## config.mk

```make
export PLATFORM = sky130hd
export DESIGN_NAME = bus_burst_monitor
export DESIGN_NICKNAME = d
export VERILOG_FILES = /design/src/rtl/bmon_pkg.sv /design/src/rtl/bmon_classify.sv /design/src/rtl/bmon_beat_tracker.sv /design/src/rtl/bmon_tally.sv /design/src/rtl/bmon_err_latch.sv /design/src/rtl/bus_burst_monitor.sv
export SDC_FILE = /design/constraint.sdc
export NUM_CORES = 1
export LEC_CHECK = 0
export BUFFER_PORTS_ARGS = -buffer_cell sky130_fd_sc_hd__buf_2
export CAP_MARGIN = 20
export CORE_ASPECT_RATIO = 1.4
export CORE_MARGIN = 3
export CORE_UTILIZATION = 55
export CTS_BUF_LIST = sky130_fd_sc_hd__clkbuf_4
export CTS_CLUSTER_DIAMETER = 100
export CTS_CLUSTER_SIZE = 8
export DETAILED_ROUTE_END_ITERATION = 7
export PLACE_DENSITY = 0.82
export SLEW_MARGIN = 20
export SYNTH_ARGS = -nofsm -noshare
export SYNTH_HDL_FRONTEND = slang
export SYNTH_SLANG_ARGS = --single-unit
```

## constraint.sdc

```tcl
create_clock -name clk -period 3.58 [get_ports clk]
set_input_delay 0.179 -clock clk [delete_from_list [all_inputs] [get_ports clk]]
set_output_delay 0.179 -clock clk [all_outputs]
set_load 0.1 [all_outputs]
```

## src/rtl/bmon_pkg.sv

```systemverilog
package bmon_pkg;

  localparam logic [2:0] CTI_CLASSIC = 3'b000;
  localparam logic [2:0] CTI_INCR    = 3'b010;
  localparam logic [2:0] CTI_END     = 3'b111;

  typedef enum logic [1:0] {
    FAULT_NONE     = 2'b00,
    FAULT_IN_BURST = 2'b01,
    FAULT_LENGTH   = 2'b10,
    FAULT_UNKNOWN  = 2'b11
  } fault_e;

  typedef struct packed {
    logic   single;
    logic   step;
    logic   done;
    logic   fault;
    fault_e kind;
  } beat_event_t;

endpackage

```

## src/rtl/bmon_classify.sv

```systemverilog
module bmon_classify
  import bmon_pkg::*;
#(
  parameter int BURST_LEN = 4,
  parameter int BEAT_W    = 2
) (
  input  logic              valid,
  input  logic [2:0]        cti,
  input  logic [BEAT_W-1:0] beats,
  output beat_event_t       ev
);

  localparam logic [BEAT_W-1:0] LAST_BEAT = BEAT_W'(BURST_LEN - 1);

  always_comb begin
    ev.single = 1'b0;
    ev.step   = 1'b0;
    ev.done   = 1'b0;
    ev.fault  = 1'b0;
    ev.kind   = FAULT_NONE;
    if (valid) begin
      case (cti)
        CTI_CLASSIC: begin
          if (beats != '0) begin
            ev.fault = 1'b1;
            ev.kind  = FAULT_IN_BURST;
          end else begin
            ev.single = 1'b1;
          end
        end
        CTI_INCR: begin
          if (beats == LAST_BEAT) begin
            ev.fault = 1'b1;
            ev.kind  = FAULT_LENGTH;
          end else begin
            ev.step = 1'b1;
          end
        end
        CTI_END: begin
          if (beats == LAST_BEAT) begin
            ev.done = 1'b1;
          end else begin
            ev.fault = 1'b1;
            ev.kind  = FAULT_LENGTH;
          end
        end
        default: begin
          ev.fault = 1'b1;
          ev.kind  = FAULT_UNKNOWN;
        end
      endcase
    end
  end

endmodule

```

## src/rtl/bmon_beat_tracker.sv

```systemverilog
module bmon_beat_tracker #(
  parameter int BEAT_W = 2
) (
  input  logic              clk,
  input  logic              rst,
  input  logic              step,
  input  logic              restart,
  output logic [BEAT_W-1:0] beats
);

  always_ff @(posedge clk) begin
    if (rst) begin
      beats <= '0;
    end else if (step) begin
      beats <= beats + 1'b1;
    end else if (restart) begin
      beats <= '0;
    end
  end

endmodule

```

## src/rtl/bmon_tally.sv

```systemverilog
module bmon_tally #(
  parameter int W = 16
) (
  input  logic         clk,
  input  logic         rst,
  input  logic         inc,
  output logic [W-1:0] value
);

  always_ff @(posedge clk) begin
    if (rst) begin
      value <= '0;
    end else if (inc) begin
      value <= value + 1'b1;
    end
  end

endmodule

```

## src/rtl/bmon_err_latch.sv

```systemverilog
module bmon_err_latch
  import bmon_pkg::*;
(
  input  logic   clk,
  input  logic   rst,
  input  logic   fault,
  input  fault_e kind,
  input  logic   clr,
  output logic   err,
  output fault_e code
);

  always_ff @(posedge clk) begin
    if (rst) begin
      err  <= 1'b0;
      code <= FAULT_NONE;
    end else if (fault && (!err || clr)) begin
      err  <= 1'b1;
      code <= kind;
    end else if (clr) begin
      err  <= 1'b0;
      code <= FAULT_NONE;
    end
  end

endmodule

```

## src/rtl/bus_burst_monitor.sv

```systemverilog
module bus_burst_monitor
  import bmon_pkg::*;
#(
  parameter int BURST_LEN = 4,
  parameter int CNT_W     = 16
) (
  input  logic             clk,
  input  logic             rst,
  input  logic             cyc,
  input  logic             we,
  input  logic             ack,
  input  logic [2:0]       cti,
  input  logic [1:0]       bte,
  input  logic             clr_err,
  output logic [CNT_W-1:0] single_wr_cnt,
  output logic [CNT_W-1:0] single_rd_cnt,
  output logic [CNT_W-1:0] burst_wr_cnt,
  output logic [CNT_W-1:0] burst_rd_cnt,
  output logic [1:0]       last_burst_bte,
  output logic             err,
  output logic [1:0]       err_code
);

  localparam int BEAT_W  = (BURST_LEN > 2) ? $clog2(BURST_LEN) : 1;
  localparam int TALLY_N = 4;
  localparam int IDX_SWR = 0;
  localparam int IDX_SRD = 1;
  localparam int IDX_BWR = 2;
  localparam int IDX_BRD = 3;

  logic              beat_valid;
  logic [BEAT_W-1:0] beats;
  beat_event_t       ev;
  logic [TALLY_N-1:0] tally_inc;
  logic [CNT_W-1:0]  tally_q [TALLY_N];
  fault_e            code_q;

  assign beat_valid = cyc & ack;

  bmon_classify #(
    .BURST_LEN(BURST_LEN),
    .BEAT_W   (BEAT_W)
  ) u_classify (
    .valid(beat_valid),
    .cti  (cti),
    .beats(beats),
    .ev   (ev)
  );

  bmon_beat_tracker #(
    .BEAT_W(BEAT_W)
  ) u_beats (
    .clk    (clk),
    .rst    (rst),
    .step   (ev.step),
    .restart(ev.done | ev.fault),
    .beats  (beats)
  );

  always_comb begin
    tally_inc          = '0;
    tally_inc[IDX_SWR] = ev.single &  we;
    tally_inc[IDX_SRD] = ev.single & ~we;
    tally_inc[IDX_BWR] = ev.done   &  we;
    tally_inc[IDX_BRD] = ev.done   & ~we;
  end

  for (genvar g = 0; g < TALLY_N; g++) begin : g_tally
    bmon_tally #(
      .W(CNT_W)
    ) u_tally (
      .clk  (clk),
      .rst  (rst),
      .inc  (tally_inc[g]),
      .value(tally_q[g])
    );
  end

  assign single_wr_cnt = tally_q[IDX_SWR];
  assign single_rd_cnt = tally_q[IDX_SRD];
  assign burst_wr_cnt  = tally_q[IDX_BWR];
  assign burst_rd_cnt  = tally_q[IDX_BRD];

  always_ff @(posedge clk) begin
    if (rst) begin
      last_burst_bte <= 2'b00;
    end else if (ev.done) begin
      last_burst_bte <= bte;
    end
  end

  bmon_err_latch u_err (
    .clk  (clk),
    .rst  (rst),
    .fault(ev.fault),
    .kind (ev.kind),
    .clr  (clr_err),
    .err  (err),
    .code (code_q)
  );

  assign err_code = code_q;

endmodule

```

==> metrics.md <==
| Metric | Value |
|---|---|
| Worst setup EP type | `register` |
| Worst skew pair latency | `0.41 ns` |
| Syn-to-layout area delta | `17.00%` |
| Routed vias | `3148` |
| GP Congestion | `0.7708` |
| Launch point of the worst reg-to-reg path | `u_beats.beats[0]` |
| Worst Skew | `0.01162 ns` |
| Root buf cell | `clkbuf_4` |
| Hold/Removal Path Class | `in -> reg` |
| CP max FO | `13` |
| Starting Density | `58.38%` |
| Final Critical Period | `2.553 ns` |
| Most common cell after layout, fill and taps aside | `buf_2` |
| H-tree Lvls | `3` |
| Status | `finished clean` |
| Slowest library cell on the worst path | `or4_1` |
| Fin util | `68.31%` |
| Most frequent cells in the layout | `79 x buf_2, 71 x dfxtp_1, 41 x a21oi_1` |
| Worst-case clock buffer depth | `2` |
| TritonRoute pass-1 iters | `5` |
| R2R setup slack | `1.03 ns` |
| Cell row count | `32` |
| Worst path required time | `3.92 ns` |
| Final setup violating endpoints | `0` |
| Critical path class | `reg -> reg` |
| Chip height | `97.92 um` |
| Synthesized area per cell | `8.490 um^2` |
| Yosys warns | `0` |
| CORE AREA | `5685 um^2` |
| Ratio of cells with drive above 1 in the final layout | `20.47%` |
| Hold path depth | `3` |
| Max Clk Rate | `0.3917 GHz` |
| Worst-path clk slew | `0.11 ns` |
| RSZ-0062 raised after global routing | `no` |
| Iteration-0 DRC count of the detailed router | `132` |
| I/O pin total | `80` |
| N_diodes | `0` |
| Initial antenna violation count | `0` |
| Post-layout net count | `481` |
| Mapped cell area | `3319 um^2` |
| Relative slew slack | `50.23%` |
| Maximum VDD drop | `0.3432 mV` |
| Avg WL per Cell | `14.19 um` |
| Post-synth cell types | `35` |
| CTS resizes | `0` |
| Worst-path cell chain | `ha_1, nand4_1, or4_1, or4_1, a21oi_1` |
| Vias per inst | `5.862` |
| Hold path start | `clr_err` |
| Worst R2R Path Depth | `5` |
| Post-DP HPWL | `5.339 mm` |
| Total of fill cells in the finished design | `497` |
| Total CTS buffers | `9` |
| Total negative slack | `0 ns` |
| Final Hold Fails | `0` |
| GRT Util Overall | `21.72%` |
| Die width | `71.66 um` |
| Yosys reg bits | `71` |
| Most used cell, CP | `or4_1` |
| Crit path DAT | `2.89 ns` |
| Net count after synthesis | `408` |
| Setup repair bufs after CTS | `0` |
| Max-slew violation count | `0` |
| DRT Wirelength | `7.621 mm` |
| Grt total ovfl | `0` |
| Vias in the first global route | `2761` |
| Post-synthesis sequential area ratio | `42.82%` |
| Reg2reg end | `g_tally[3].u_tally.value[15]` |
| Asr flop ratio synth | `0%` |
| CTS Hold Bufs | `2` |
| First-pass GRT wire length | `12.59 mm` |
| EDFF count, synth | `0` |
| Startpoint types | `register` |
| Max incr delay on CP | `0.82 ns` |
| Hold endpoint | `u_err.err` |
| Max cap viols | `0` |
| Clock sink total | `71` |
| Worst-margin pin slew | `0.7466 ns` |
| Synth Instances | `391` |
| Leakage | `0.001513 uW` |
| CTS tree | `done` |
| Die Area | `7016 um^2` |
| DRC viols | `0` |
| IO buf count | `79` |
| Main synth FF type | `dfxtp_1` |
| Fin crit share | `71.30%` |
| Pin count of the biggest net entering global routing | `43` |
| ANT nets after route | `0` |
| Cell area power density | `351.3 nW/um^2` |
final cells by class:
cell class	count	area [um^2]	share of cell area [%]
clock inverter	4	46.29	1.192
timing repair buffer	82	422.9	10.89
multi-input combinational	289	1777	45.75
clock buffer	12	90.09	2.320
inverter	11	41.29	1.063
sequential	71	1421	36.60
tap	68	85.08	2.191
synthesized netlist by cell type, drive strengths merged, types with 12 or more instances:
library cell / count / area (um^2)
a21oi: 41 / 205.2
or4: 12 / 90.09
dfxtp: 71 / 1421
xnor2: 15 / 131.4
nand2: 19 / 71.32
o21ai: 28 / 140.1
nand4: 24 / 150.1
or3: 27 / 168.9
xor2: 12 / 105.1
nand3: 13 / 65.06
clkbuf: 15 / 56.30
nor2: 33 / 123.9
metal layers:
layer  vias up  wire length [um]  global-route usage (%)
met4         0               127                   7.236
met3        12               481                   6.385
met5         -                 0                       0
met2        88              3788                   35.98
li1       1576                 -                       -
met1      1472              3223                   26.68
critical path: cells and delay by family, from the launching register on:
kind                       cells  cell delay [ns]
and+or+nand+nor                3             1.73
AOI/OAI and AO/OA              1             0.15
adders and majority gates      1             0.22
DFF                            1             0.40
stage by stage:
step                      instances  power, uW  setup slack (ns)  hold WS [ns]  instance area, um^2
after CTS                       537       1372             1.065       0.06485                 3884
after global placement          519      871.3             1.244        0.4265                 3727
final                           537       1364             1.027       0.07791                 3884
after detailed placement        519      872.2             1.122        0.4320                 3727
after floorplan                 391      854.9             1.106        0.3150                 3319
after global routing            537       1415            0.8590       0.08067                 3884
kinds of logic (layout without fill, tap and decap cells):
kind of cell / after synthesis / after routing / synth area share [%]
buf+inv: 31 / 109 / 3.656
mux: 4 / 4 / 1.206
xor+xnor: 27 / 27 / 7.124
simple gates: 170 / 170 / 29.55
fa+ha+maj: 6 / 6 / 2.262
flops: 71 / 71 / 42.82
compound gates: 82 / 82 / 13.38
worst max-delay path by stage:
| stage | slack (ns) | cells past startpoint | to | from |
|---|---|---|---|---|
| 6_report | 1.03 | 5 | g_tally[3].u_tally.value[15] | u_beats.beats[0] |
| 5_1_grt | 0.86 | 5 | g_tally[3].u_tally.value[15] | u_beats.beats[0] |
| 4_1_cts | 1.06 | 5 | g_tally[3].u_tally.value[15] | u_beats.beats[0] |
| 3_5_place_dp | 1.12 | 5 | g_tally[3].u_tally.value[15] | u_beats.beats[0] |
| 3_3_place_gp | 1.24 | 5 | g_tally[3].u_tally.value[15] | u_beats.beats[0] |
| 2_1_floorplan | 1.11 | 5 | g_tally[1].u_tally.value[8] | g_tally[1].u_tally.value[0] |
registers in the layout (all words and copies together), names as in the netlist:
register and cells:
g_tally.u_tally.value 64, last_burst_bte 2, u_err.code 2, u_err.err 1, u_beats.beats 2
report_power, final:
part	total [uW]	switching (uW)	internal (uW)
combinational	63.2	48.2	14.9
sequential	794	1.85	792
clock	508	274	234
total	1360	324	1040
(Power assumes the default switching activity.)
